`src/rtl/tod_pkg.sv`:
```
// Shared constants for the time-of-day counter.
// Assumes byte-wide registers and a 3-bit register offset.
package tod_pkg;
    localparam int DATA_W = 8;
    localparam int ADDR_W = 3;

    typedef enum logic [ADDR_W-1:0] {
        OFS_SEC    = 3'd0,
        OFS_SEC_AL = 3'd1,
        OFS_MIN    = 3'd2,
        OFS_MIN_AL = 3'd3,
        OFS_HR     = 3'd4,
        OFS_HR_AL  = 3'd5
    } tod_ofs_e;

    localparam logic [1:0] ALARM_ANY = 2'b11;
endpackage

```
`src/rtl/tod_field_inc.sv`:
```
// Combinational one-step incrementer for a 0..MAX_VAL field.
// In BCD mode the low nibble carries after 9. In either mode the
// field wraps to zero after MAX_VAL and raises wrap_o.
// Assumes the input is a legal value in the selected encoding.
module tod_field_inc #(
    parameter int W       = 8,
    parameter int MAX_VAL = 59
) (
    input  logic [W-1:0] val_i,
    input  logic         bin_i,
    output logic [W-1:0] nxt_o,
    output logic         wrap_o
);
    localparam logic [W-1:0] LIM_BIN = W'(MAX_VAL);
    localparam logic [W-1:0] LIM_BCD = W'(((MAX_VAL / 10) << 4) | (MAX_VAL % 10));

    logic [W-1:0] lim;

    // Select the wrap limit and form the next value.
    always_comb begin
        lim    = bin_i ? LIM_BIN : LIM_BCD;
        wrap_o = 1'b0;
        if (val_i == lim) begin
            nxt_o  = '0;
            wrap_o = 1'b1;
        end else if (!bin_i && val_i[3:0] == 4'd9) begin
            nxt_o = {val_i[W-1:4] + 1'b1, 4'h0};
        end else begin
            nxt_o = val_i + 1'b1;
        end
    end
endmodule

```
`src/rtl/tod_hour_inc.sv`:
```
// Next-hour logic for both dials.
// On the 24-hour dial it reuses the generic incrementer with a limit of 23.
// On the 12-hour dial it steps 12,1..11, toggles PM (bit 7) on 11->12,
// and flags the day boundary at 11 PM -> 12 AM.
// Assumes legal hour values in the selected encoding.
module tod_hour_inc (
    input  logic [7:0] hr_i,
    input  logic       bin_i,
    input  logic       h24_i,
    output logic [7:0] hr_o,
    output logic       day_o
);
    logic [7:0] h24_nxt;
    logic       h24_wrap;
    logic [6:0] v;
    logic [6:0] twelve;
    logic [6:0] eleven;
    logic       pm;

    tod_field_inc #(.W(8), .MAX_VAL(23)) u_h24 (
        .val_i (hr_i),
        .bin_i (bin_i),
        .nxt_o (h24_nxt),
        .wrap_o(h24_wrap)
    );

    // Choose the dial and compute the next hour with its day flag.
    always_comb begin
        v      = hr_i[6:0];
        pm     = hr_i[7];
        twelve = bin_i ? 7'd12 : 7'h12;
        eleven = bin_i ? 7'd11 : 7'h11;
        day_o  = 1'b0;
        if (h24_i) begin
            hr_o  = h24_nxt;
            day_o = h24_wrap;
        end else if (v == twelve) begin
            hr_o = {pm, 7'd1};
        end else if (v == eleven) begin
            hr_o  = {~pm, twelve};
            day_o = pm;
        end else if (!bin_i && v[3:0] == 4'd9) begin
            hr_o = {pm, v[6:4] + 3'd1, 4'h0};
        end else begin
            hr_o = {pm, v + 7'd1};
        end
    end
endmodule

```
`src/rtl/tod_alarm_cmp.sv`:
```
// Compares NF time fields against their alarm bytes.
// A field matches when it is equal to its alarm byte or when the
// alarm byte's top two bits are both set (wildcard).
module tod_alarm_cmp
    import tod_pkg::*;
#(
    parameter int NF = 3
) (
    input  logic [NF-1:0][DATA_W-1:0] time_i,
    input  logic [NF-1:0][DATA_W-1:0] alarm_i,
    output logic                      hit_o
);
    logic [NF-1:0] field_ok;

    for (genvar f = 0; f < NF; f++) begin : g_field
        // Per-field match: wildcard or exact equality.
        assign field_ok[f] = (alarm_i[f][DATA_W-1:DATA_W-2] == ALARM_ANY) ||
                             (alarm_i[f] == time_i[f]);
    end

    assign hit_o = &field_ok;
endmodule

```
`src/rtl/tod_alarm_clock.sv`:
```
// Time-of-day register bank with per-tick advance, host write port,
// alarm matching and a midnight rollover pulse.
// Assumes the host writes legal values for the selected encoding/dial.
// A write to any time register cancels a coincident tick.
module tod_alarm_clock
    import tod_pkg::*;
(
    input  logic              clk,
    input  logic              rst_n,
    input  logic              tick,
    input  logic              set_hold,
    input  logic              bin_mode,
    input  logic              mode_24h,
    input  logic              wr_en,
    input  logic [ADDR_W-1:0] wr_addr,
    input  logic [DATA_W-1:0] wr_data,
    output logic [DATA_W-1:0] sec_o,
    output logic [DATA_W-1:0] min_o,
    output logic [DATA_W-1:0] hour_o,
    output logic              alarm_pulse,
    output logic              day_roll
);
    localparam int NF = 3;

    logic [DATA_W-1:0] sec_q, min_q, hr_q;
    logic [DATA_W-1:0] sec_al_q, min_al_q, hr_al_q;
    logic [DATA_W-1:0] sec_inc, min_inc, hr_inc;
    logic [DATA_W-1:0] sec_n, min_n, hr_n;
    logic              sec_wrap, min_wrap, hr_day;
    logic              time_wr, adv, hit, roll_n;

    tod_field_inc #(.W(DATA_W), .MAX_VAL(59)) u_sec (
        .val_i(sec_q), .bin_i(bin_mode), .nxt_o(sec_inc), .wrap_o(sec_wrap)
    );
    tod_field_inc #(.W(DATA_W), .MAX_VAL(59)) u_min (
        .val_i(min_q), .bin_i(bin_mode), .nxt_o(min_inc), .wrap_o(min_wrap)
    );
    tod_hour_inc u_hr (
        .hr_i(hr_q), .bin_i(bin_mode), .h24_i(mode_24h), .hr_o(hr_inc), .day_o(hr_day)
    );

    // Ripple the carries across the fields to form the advanced time.
    always_comb begin
        sec_n  = sec_inc;
        min_n  = sec_wrap ? min_inc : min_q;
        hr_n   = (sec_wrap && min_wrap) ? hr_inc : hr_q;
        roll_n = sec_wrap && min_wrap && hr_day;
    end

    tod_alarm_cmp #(.NF(NF)) u_cmp (
        .time_i ({hr_n, min_n, sec_n}),
        .alarm_i({hr_al_q, min_al_q, sec_al_q}),
        .hit_o  (hit)
    );

    // Decide whether this cycle advances: a time write or hold blocks it.
    always_comb begin
        time_wr = wr_en && (wr_addr == OFS_SEC || wr_addr == OFS_MIN || wr_addr == OFS_HR);
        adv     = tick && !set_hold && !time_wr;
    end

    // Register bank: reset, advance, then host writes.
    always_ff @(posedge clk) begin
        if (!rst_n) begin
            sec_q       <= '0;
            min_q       <= '0;
            hr_q        <= '0;
            sec_al_q    <= '0;
            min_al_q    <= '0;
            hr_al_q     <= '0;
            alarm_pulse <= 1'b0;
            day_roll    <= 1'b0;
        end else begin
            alarm_pulse <= adv && hit;
            day_roll    <= adv && roll_n;
            if (adv) begin
                sec_q <= sec_n;
                min_q <= min_n;
                hr_q  <= hr_n;
            end
            if (wr_en) begin
                case (wr_addr)
                    OFS_SEC:    sec_q    <= wr_data;
                    OFS_SEC_AL: sec_al_q <= wr_data;
                    OFS_MIN:    min_q    <= wr_data;
                    OFS_MIN_AL: min_al_q <= wr_data;
                    OFS_HR:     hr_q     <= wr_data;
                    OFS_HR_AL:  hr_al_q  <= wr_data;
                    default:    ;
                endcase
            end
        end
    end

    assign sec_o  = sec_q;
    assign min_o  = min_q;
    assign hour_o = hr_q;

    // hold with no write keeps the time still.
    a_r7_hold_freezes: assert property (@(posedge clk) disable iff (!rst_n)
        (set_hold && !wr_en) |=> (sec_o == $past(sec_o) && min_o == $past(min_o) && hour_o == $past(hour_o)));

    // a seconds write wins over a coincident tick.
    a_r8_write_wins: assert property (@(posedge clk) disable iff (!rst_n)
        (wr_en && wr_addr == OFS_SEC) |=> (sec_o == $past(wr_data)));

    // pulses only follow an accepted tick.
    a_r11_pulse_after_tick: assert property (@(posedge clk) disable iff (!rst_n)
        (alarm_pulse || day_roll) |-> $past(tick && !set_hold));

    // a rollover lands on zero minutes and seconds.
    a_r5_roll_at_midnight: assert property (@(posedge clk) disable iff (!rst_n)
        day_roll |-> (sec_o == '0 && min_o == '0));

    // writes to unused offsets without a tick leave the time unchanged.
    a_r12_unused_offsets: assert property (@(posedge clk) disable iff (!rst_n)
        (wr_en && wr_addr > OFS_HR_AL && !tick) |=> $stable({sec_o, min_o, hour_o}));
endmodule

```
`config.mk`:
```
export PLATFORM = sky130hd
export DESIGN_NAME = tod_alarm_clock
export DESIGN_NICKNAME = d
export VERILOG_FILES = /design/src/rtl/tod_pkg.sv /design/src/rtl/tod_field_inc.sv /design/src/rtl/tod_hour_inc.sv /design/src/rtl/tod_alarm_cmp.sv /design/src/rtl/tod_alarm_clock.sv
export SDC_FILE = /design/constraint.sdc
export NUM_CORES = 1
export LEC_CHECK = 0
export ABC_AREA = 1
export CORE_ASPECT_RATIO = 0.75
export CORE_MARGIN = 2
export CORE_UTILIZATION = 36
export DETAILED_ROUTE_END_ITERATION = 16
export MAX_ROUTING_LAYER = met4
export PLACE_DENSITY = 0.54
export SLEW_MARGIN = 25
export SYNTH_ARGS = -nofsm -noshare
export SYNTH_HDL_FRONTEND = slang
export SYNTH_SLANG_ARGS = --single-unit
```
`constraint.sdc`:
```
create_clock -name clk -period 2.71 [get_ports clk]
set_clock_uncertainty 0.1 [all_clocks]
set_input_delay 0.813 -clock clk [delete_from_list [all_inputs] [get_ports clk]]
set_output_delay 0.813 -clock clk [all_outputs]
set_load 0.005 [all_outputs]
```
After elaboration in Yosys (flattened, before gate mapping)

Index checks and enable logic that the tools add are counted.

Bits in registers: 50
Bits of input ports: 18
Output and inout bits: 26
Word-level logic and storage cells: 90

$add $sub $neg: 8
Equal/unequal tests: 19
Muxes and demuxes: 31
Bitwise logic cells: 1
Reductions and logical operators: 23

Operators with widths:

| operator                                                        | number |
|---|---|
| 8-bit two-way mux                                               | 20 |
| 8-bit == test                                                   | 5 |
| 8-bit by 1-bit adder with 8-bit output, second input constant   | 3 |
| 7-bit == test                                                   | 2 |
| 7-bit two-way mux                                               | 2 |
| 4-bit by 1-bit adder with 4-bit output, second input constant   | 3 |
| 4-bit == test, second input constant                            | 3 |
| 1-bit logical AND                                               | 10 |
| 5-bit two-way mux                                               | 2 |
| 8-bit by 6-bit == test with 1-bit output                        | 1 |
| 7-bit by 1-bit adder with 7-bit output, second input constant   | 1 |
| 2-bit == test, second input constant                            | 3 |
| 3-bit by 2-bit == test with 1-bit output, second input constant | 2 |
| 3-bit == test, second input constant                            | 2 |
| 1-bit two-way mux                                               | 6 |
| 6-bit two-way mux                                               | 1 |
| 2-bit AND reduction                                             | 3 |
| 1-bit logical OR                                                | 5 |
| 3-bit by 1-bit adder with 3-bit output, second input constant   | 1 |
| 3-bit by 1-bit == test with 1-bit output, second input constant | 1 |
| 1-bit zero test                                                 | 3 |
| 3-bit zero test                                                 | 1 |
| 3-bit AND reduction                                             | 1 |
| 1-bit inverter                                                  | 1 |

Longest topological paths before layout

Gate-level depths: netlist (run 1).

Word-level depth: 11
Depth in mapped cells: 20
Mapped depth without buffers: 18

Hierarchy

A second synthesis (run 1) with hierarchy kept.

Cells, all modules: 766
Area total of the unflattened synthesis: 4,300.4 sq um

Modules (own cells, without submodules):

| module                      | instances | cells an instance | area each (sq um) | seq. area each (sq um) |
|---|---|---|---|---|
| tod_alarm_clock             | 1         | 376               | 2,414.8           | 1,001.0 |
| tod_field_inc at u_min ...  | 2         | 67                | 306.5             | 0.0 |
| tod_hour_inc                | 1         | 101               | 525.5             | 0.0 |
| tod_alarm_cmp               | 1         | 78                | 382.9             | 0.0 |
| tod_field_inc at u_hr.u_h24 | 1         | 77                | 364.1             | 0.0 |

Least setup slack after synthesis (run 1)

No wires, ideal clock.

Kind: input to register
Start: input bin_mode
End: register alarm_pulse
Setup time: 66 ps
Arrival time: 2,389 ps
Data required time: 2,544 ps
Path slack: 155 ps
Stages on the path: 20
Buffers on the path: 2
Cells stage by stage: buf_6 > inv_4 > buf_6 > nand2_1 > nand3_1 > nor2_2 > nand2_2 > inv_1 > ha_1 > inv_1 > nand2_1 > nand3_1 > nand3_1 > nand2_1 > nand2_1 > nand2_1 > nand2_1 > nor2_1 > nand2_1 > a21oi_2

Cells in the longest elaborated chain, start to end: 11
Elaborated cells between the ends (all ways): 36
Those cells by class: eq/ne (8); mux (18); reduce/logical (10)

Ends and longest elaborated chain:

| item                                                                      | line                  | text |
|---|---|---|
| start, declared                                                           | tod_alarm_clock.sv:12 | `input logic bin_mode,` |
| parallel branches: the longest is 9 deep, another holds 8-bit two-way mux | --                    |  |
| 3-bit AND reduction *                                                     | tod_alarm_cmp.sv:21   | `assign hit_o = &field_ok;` |
| 1-bit logical AND *                                                       | tod_alarm_clock.sv:74 | `alarm_pulse <= adv && hit;` |
| end signal, assigned                                                      | tod_alarm_clock.sv:74 |  |
| end, declared                                                             | tod_alarm_clock.sv:20 | `output logic alarm_pulse,` |

Every way passes the cells marked *.
A chain may end at the register's enable or synchronous reset.

Final worst setup path (run 1)

Same ends and word-level chain as after synthesis.

==> flow_metrics.tcl, run 1 <==
set metrics [dict create \
    final-setup-viol-count 0 \
    rsz0062_at_grt "false" \
    seqPwrFrac 0.380 \
    syn_inst 704 \
    area_growth_pct 29.2 \
    ys_ff_latch 50 \
    fp.dieH_microns 96.1 \
    syn_nets 732 \
    final_cell_mix "217 x nand2_1, 84 x nand3_1, 74 x inv_1" \
    die_area_sq_um 12200 \
    cts_buffers 5 \
    worst_pin_slew_ns 0.436 \
    dp_slack_ns -0.504 \
    postCtsSetupBuffers 0 \
    grt_first_pass_wirelength_microns 23000 \
    clk_pin_slew_worst_paths_ns 0.07 \
    endpoint_kind "flop" \
    layout_commonest_cell "nand2_1" \
    cellPowerDensity_nw_per_um2 409 \
    cts_tree "done" \
    root_buffer "clkbuf_16" \
    final.setup.worst_slack_ns 0.242 \
    grt_antenna_before_repair 0 \
    drtAntennaViolNets 0 \
    p_leak_nw 2.44 \
    ctsHtreeMaxLevel 2 \
    slew_violations 0 \
    vias 4900 \
    vias_per_cell 5.20 \
    cp_data_required_time_ns 2.85 \
    place_area_sq_um 5070 \
    grt_max_degree 19 \
    ys_warn_count 0 \
    gp_congestion 0.949 \
    yosysTopAreaCellShare 0.246 \
    synth.cell_area_sq_um 4070 \
    power.internal_w 0.00151 \
    worst-setup-path-type "input pin to flop" \
    wl_microns 14500 \
    nets 829 \
    min_period_over_period 0.911 \
    clk_path_buf_depth 2 \
    cts_resized 1 \
    ys_seq_area_frac 0.246 \
    first_pass_iters 5 \
    max_freq_mhz 405 \
    antennaDiodeCount 0 \
    swShare 0.295 \
    fill_cells 1163 \
    p_comb_frac 0.230 \
    drt_iter0_drc 408 \
    relSlewSlack 0.708 \
    multi_input_area_sq_um 2660 \
    ioPinCount 44 \
    portBuffers 43 \
    outcome "finished clean" \
    layout_min_cycle_time_ns 2.47 \
    avgSynthCellArea_sq_um 5.78 \
    layout-drive-gt1-share 0.137 \
    netSwitchingPower_w 0.000633 \
    worstPathArrival_ns 2.61 \
    grt-ovfl-total 0 \
    cts_hold_buf 0 \
    yosysTopAreaCell "dfxtp_1" \
    coreArea_sq_um 11000 \
    clock_sinks 50 \
    fin_area_sq_um 5260 \
    clk_latency_ns 0.30 \
    hold_viol 0 \
    synth_cell_types 37 \
    placed_cells 934 \
    path_max_fanout 9 \
    grt_usage 0.251 \
    regArea_sq_um 1000 \
    die_w_microns 127 \
    clock_power_share 0.390 \
    cp-start-kind "input pin" \
    synthTopCellsByArea "dfxtp_1 25%, nand2_1 20%, nand3_1 10%" \
    cap_violations 0 \
    start_util 0.370 \
    peakVddDrop_mv 0.246 \
    first_global_vias 4351 \
    drc_errors 0 \
    rows 33 \
    min_path_type "flop to flop" \
    routedWlPerCell_microns 15.4 \
    setup_tns_ns 0 \
    instances_no_fill 942 \
    dp_hpwl_microns 11500 \
]
cells by family after synthesis:
kind of cell               Yosys count  synth area share
DFF                                 50             0.246
AOI/OAI and AO/OA                  128             0.164
adders and majority gates           10            0.0308
xor gates and xnor gates             3           0.00646
and+or+nand+nor                    414             0.452
buffers and inverters               99             0.101
power groups by stage:
stage | registers, W | clock network [W] | logic [W]
after detailed placement | 0.000833 | 0 | 0.000489
after CTS | 0.000815 | 0.000848 | 0.000491
after global routing | 0.000822 | 0.000880 | 0.000554
after floorplan | 0.000822 | 0 | 0.000276
after global placement | 0.000832 | 0 | 0.000487
final | 0.000817 | 0.000838 | 0.000494
layer usage:
layer,GRT usage,up-vias,share of wire
met4,0.0440,0,0.0085
met1,0.382,2238,0.52
met2,0.362,154,0.40
li1,-,2496,-
met3,0.0256,12,0.071
met5,-,-,0
critical path, stage by stage:
cell	delay, ns
clkbuf_2	0.14
buf_4	0.18
nand2_1	0.06
nand2_1	0.08
nor2_2	0.14
buf_4	0.14
nand3_1	0.21
o21ai_1	0.20
nand2_1	0.13
nand3_1	0.09
nand2_1	0.06
inv_1	0.05
nand2_1	0.04
nor2_1	0.09
nand2_1	0.07
a21oi_2	0.11
cell usage after synthesis (all sizes together):
master	count
a21oi	62
nand4	13
or2	3
nor3	7
nand3	86
a31oi	5
clkbuf	11
xnor2	2
nor2	72
o21bai	1
nand2	227
dfxtp	50
inv	78
xor2	1
o21ai	59
ha	10
clkinv	1
buf	9
a221oi	1
nand3b	6
area by class of cell:
class	count	area share
clock inverter	3	0.0131
inverter	79	0.0569
sequential	50	0.190
tap	140	0.0333
timing repair buffer	110	0.177
clock buffer	5	0.0238
multi-input combinational	555	0.506
state kept, by name, summed over array words and instances (netlist names):
name         cells
hr_al_q          8
sec_o            8
alarm_pulse      1
day_roll         1
min_o            8
min_al_q         8
sec_al_q         8
hour_o           8
final timing paths:
kind / from / to / slack, ns / cells past startpoint
min reg2reg: min_al_q[3] / min_al_q[3] / 0.37 / 2
min: min_al_q[3] / min_al_q[3] / 0.37 / 2
max reg2reg: hour_o[0] / alarm_pulse / 0.33 / 18
max: bin_mode / alarm_pulse / 0.24 / 16
stage by stage:
stage          total power (W)   util  hold slack [ns]
3_3_place_gp           0.00132  0.461            0.354
3_5_place_dp           0.00132  0.461            0.358
6_report               0.00215  0.479            0.366
2_1_floorplan          0.00110      -            0.344
4_1_cts                0.00215  0.479            0.369
5_1_grt                0.00226  0.479            0.388
No activity file was read; power rests on OpenSTA's default activity.
==> run 2: changes to the inputs <==
--- a/config.mk
+++ b/config.mk
@@ -7,8 +7,9 @@
 export LEC_CHECK = 0
 export ABC_AREA = 1
 export CORE_ASPECT_RATIO = 0.75
-export CORE_MARGIN = 2
+export CORE_MARGIN = 3
 export CORE_UTILIZATION = 36
+export CTS_CLUSTER_SIZE = 8
 export DETAILED_ROUTE_END_ITERATION = 16
 export MAX_ROUTING_LAYER = met4
 export PLACE_DENSITY = 0.54
==> run 2 against run 1 <==
  * Global-route usage down 1.2 points
  * Register-to-register slack lost 0.02 ns
  * Sequential share of layout area about the same
  * Total power is 4.1% lower
  * Clock-buffer cell count unchanged
  * Worst setup slack improved by 0.052 ns
  * Die area grew 3.7%
==> flow_metrics.tcl, run 2 (synthesis results as in run 1) <==
set metrics [dict create \
    ioPinCount 44 \
    clk_path_buf_depth 2 \
    cp-start-kind "input pin" \
    vias_per_cell 5.25 \
    grt_first_pass_wirelength_microns 23500 \
    critPathMaxStageDelay_ns 0.24 \
    drc_errors 0 \
    netSwitchingPower_w 0.000633 \
    worst_pin_slew_ns 0.430 \
    root_buffer "clkbuf_16" \
    timing.rr.start "sec_o[1]" \
    hold_start "min_al_q[3]" \
    path_max_fanout 10 \
    dp_hpwl_microns 11700 \
    portBuffers 43 \
    worstPathArrival_ns 2.55 \
    grt-ovfl-total 0 \
    p_comb_frac 0.245 \
    wl_microns 14700 \
    layout_commonest_cell "nand2_1" \
    final_cell_mix "217 x nand2_1, 82 x nand3_1, 74 x inv_1" \
    coreArea_sq_um 10700 \
    worstHoldEndpoint "min_al_q[3]" \
    whs_path_depth 2 \
    outcome "finished clean" \
    crit_path_frequent_cell "nand2_1" \
    clock_sinks 50 \
    instances_no_fill 938 \
    ctsHtreeMaxLevel 2 \
    min_path_type "flop to flop" \
    reg2reg_to "alarm_pulse" \
    cellPowerDensity_nw_per_um2 391 \
    antennaDiodeCount 0 \
    seqPwrFrac 0.395 \
    die_area_sq_um 12600 \
    hold_viol 0 \
    fin_util 0.495 \
    cts_buffers 5 \
    grt_max_degree 20 \
    grt_antenna_before_repair 0 \
    drtAntennaViolNets 0 \
    placed_cells 930 \
    routedWlPerCell_microns 15.6 \
    first_pass_iters 5 \
    rsz0062_at_grt "false" \
    area_growth_pct 29.5 \
    final-setup-viol-count 0 \
    r2r_slack_ns 0.31 \
    clk_latency_ns 0.30 \
    max_freq_mhz 414 \
    swShare 0.307 \
    start_util 0.382 \
    postCtsSetupBuffers 0 \
    nets 829 \
    die_w_microns 129 \
    critical_path.slowest_cell "nor2_4" \
    drt_iter0_drc 342 \
    relSlewSlack 0.713 \
    slew_violations 0 \
    layout-drive-gt1-share 0.141 \
    min_period_over_period 0.892 \
    peakVddDrop_mv 0.222 \
    fill_cells 1111 \
    endpoint_kind "flop" \
    first_global_vias 4477 \
    clk_pin_slew_worst_paths_ns 0.08 \
    vias 4928 \
    clock_power_share 0.361 \
    cap_violations 0 \
    worst-setup-path-type "input pin to flop" \
    fp.dieH_microns 98.1 \
    gp_congestion 1.00 \
    r2r.worst_path.cells 15 \
    cp_data_required_time_ns 2.85 \
    cts_hold_buf 0 \
    p_leak_nw 2.44 \
    cts_tree "done" \
    grt_usage 0.239 \
    layout_min_cycle_time_ns 2.42 \
    rows 32 \
    power.internal_w 0.00143 \
    worstPathCellList "clkbuf_2 -> inv_4 -> buf_4 -> nand2_2 -> nand2_1 -> nor2_1 -> nand2_1 -> nor2_4 -> nand2_1 -> nand2_1 -> nand2_1 -> nand2_1 -> nand2_1 -> nor2_1 -> nand3_1 -> nand2_1 -> nand2_1 -> a21oi_2" \
]
==> run 2: final cells by class <==
class                           count  area [sq um]  share of cell area
Sequential cell                    50          1000               0.190
Clock buffer                        5           125              0.0238
Tap cell                          136           170              0.0323
Multi-Input combinational cell    555          2670               0.507
Timing Repair Buffer              110           957               0.182
Clock inverter                      3          43.8             0.00831
Inverter                           79           299              0.0568
==> run 2: worst max path at each step <==
| stage | startpoint | to | cells after the start |
|---|---|---|---|
| 2_1_floorplan | bin_mode | alarm_pulse | 20 |
| 3_3_place_gp | bin_mode | alarm_pulse | 17 |
| 3_5_place_dp | bin_mode | alarm_pulse | 17 |
| 4_1_cts | bin_mode | alarm_pulse | 19 |
| 5_1_grt | sec_o[1] | alarm_pulse | 17 |
| 6_report | bin_mode | alarm_pulse | 18 |
==> run 2: per-layer routing <==
layer,share of wire,track usage,up-vias
li1,-,-,2502
met1,0.53,0.378,2261
met2,0.40,0.319,150
met3,0.059,0.0268,15
met4,0.012,0.0533,0
met5,0,-,-
==> run 2: per-stage QoR <==
stage	TNS, ns	power [W]	instance area [sq um]	hold WS, ns	worst slack, ns
2_1_floorplan	0	0.00110	4070	0.344	0.155
3_3_place_gp	-2.74	0.00133	5090	0.351	-0.458
3_5_place_dp	-2.81	0.00133	5090	0.364	-0.483
4_1_cts	0	0.00206	5260	0.374	0.109
5_1_grt	0	0.00216	5270	0.396	0.0772
6_report	0	0.00206	5270	0.377	0.294
==> run 2: critical path: cells and delay by family <==
| family | cells | cell delay (ns) |
|---|---|---|
| AO/OA/AOI/OAI | 1 | 0.10 |
| AND/OR/NAND/NOR | 14 | 1.28 |
| buffers and inverters | 3 | 0.37 |
==> run 2: timing repair <==
| action | CTS | global route |
|---|---|---|
| endpoints found under the hold margin | 0 | 0 |
| cloned | 0 | 0 |
| endpoints found under the setup margin | 1 | 1 |
| resized for setup | 2 | 6 |
| pin swaps | 0 | 2 |
==> run 2: power by group through the flow <==
stage	logic, W	registers (W)	clock network [W]
final	0.000504	0.000813	0.000743
after floorplan	0.000276	0.000822	0
after CTS	0.000499	0.000812	0.000752
after global routing	0.000566	0.000818	0.000777
after global placement	0.000500	0.000829	0
after detailed placement	0.000497	0.000829	0
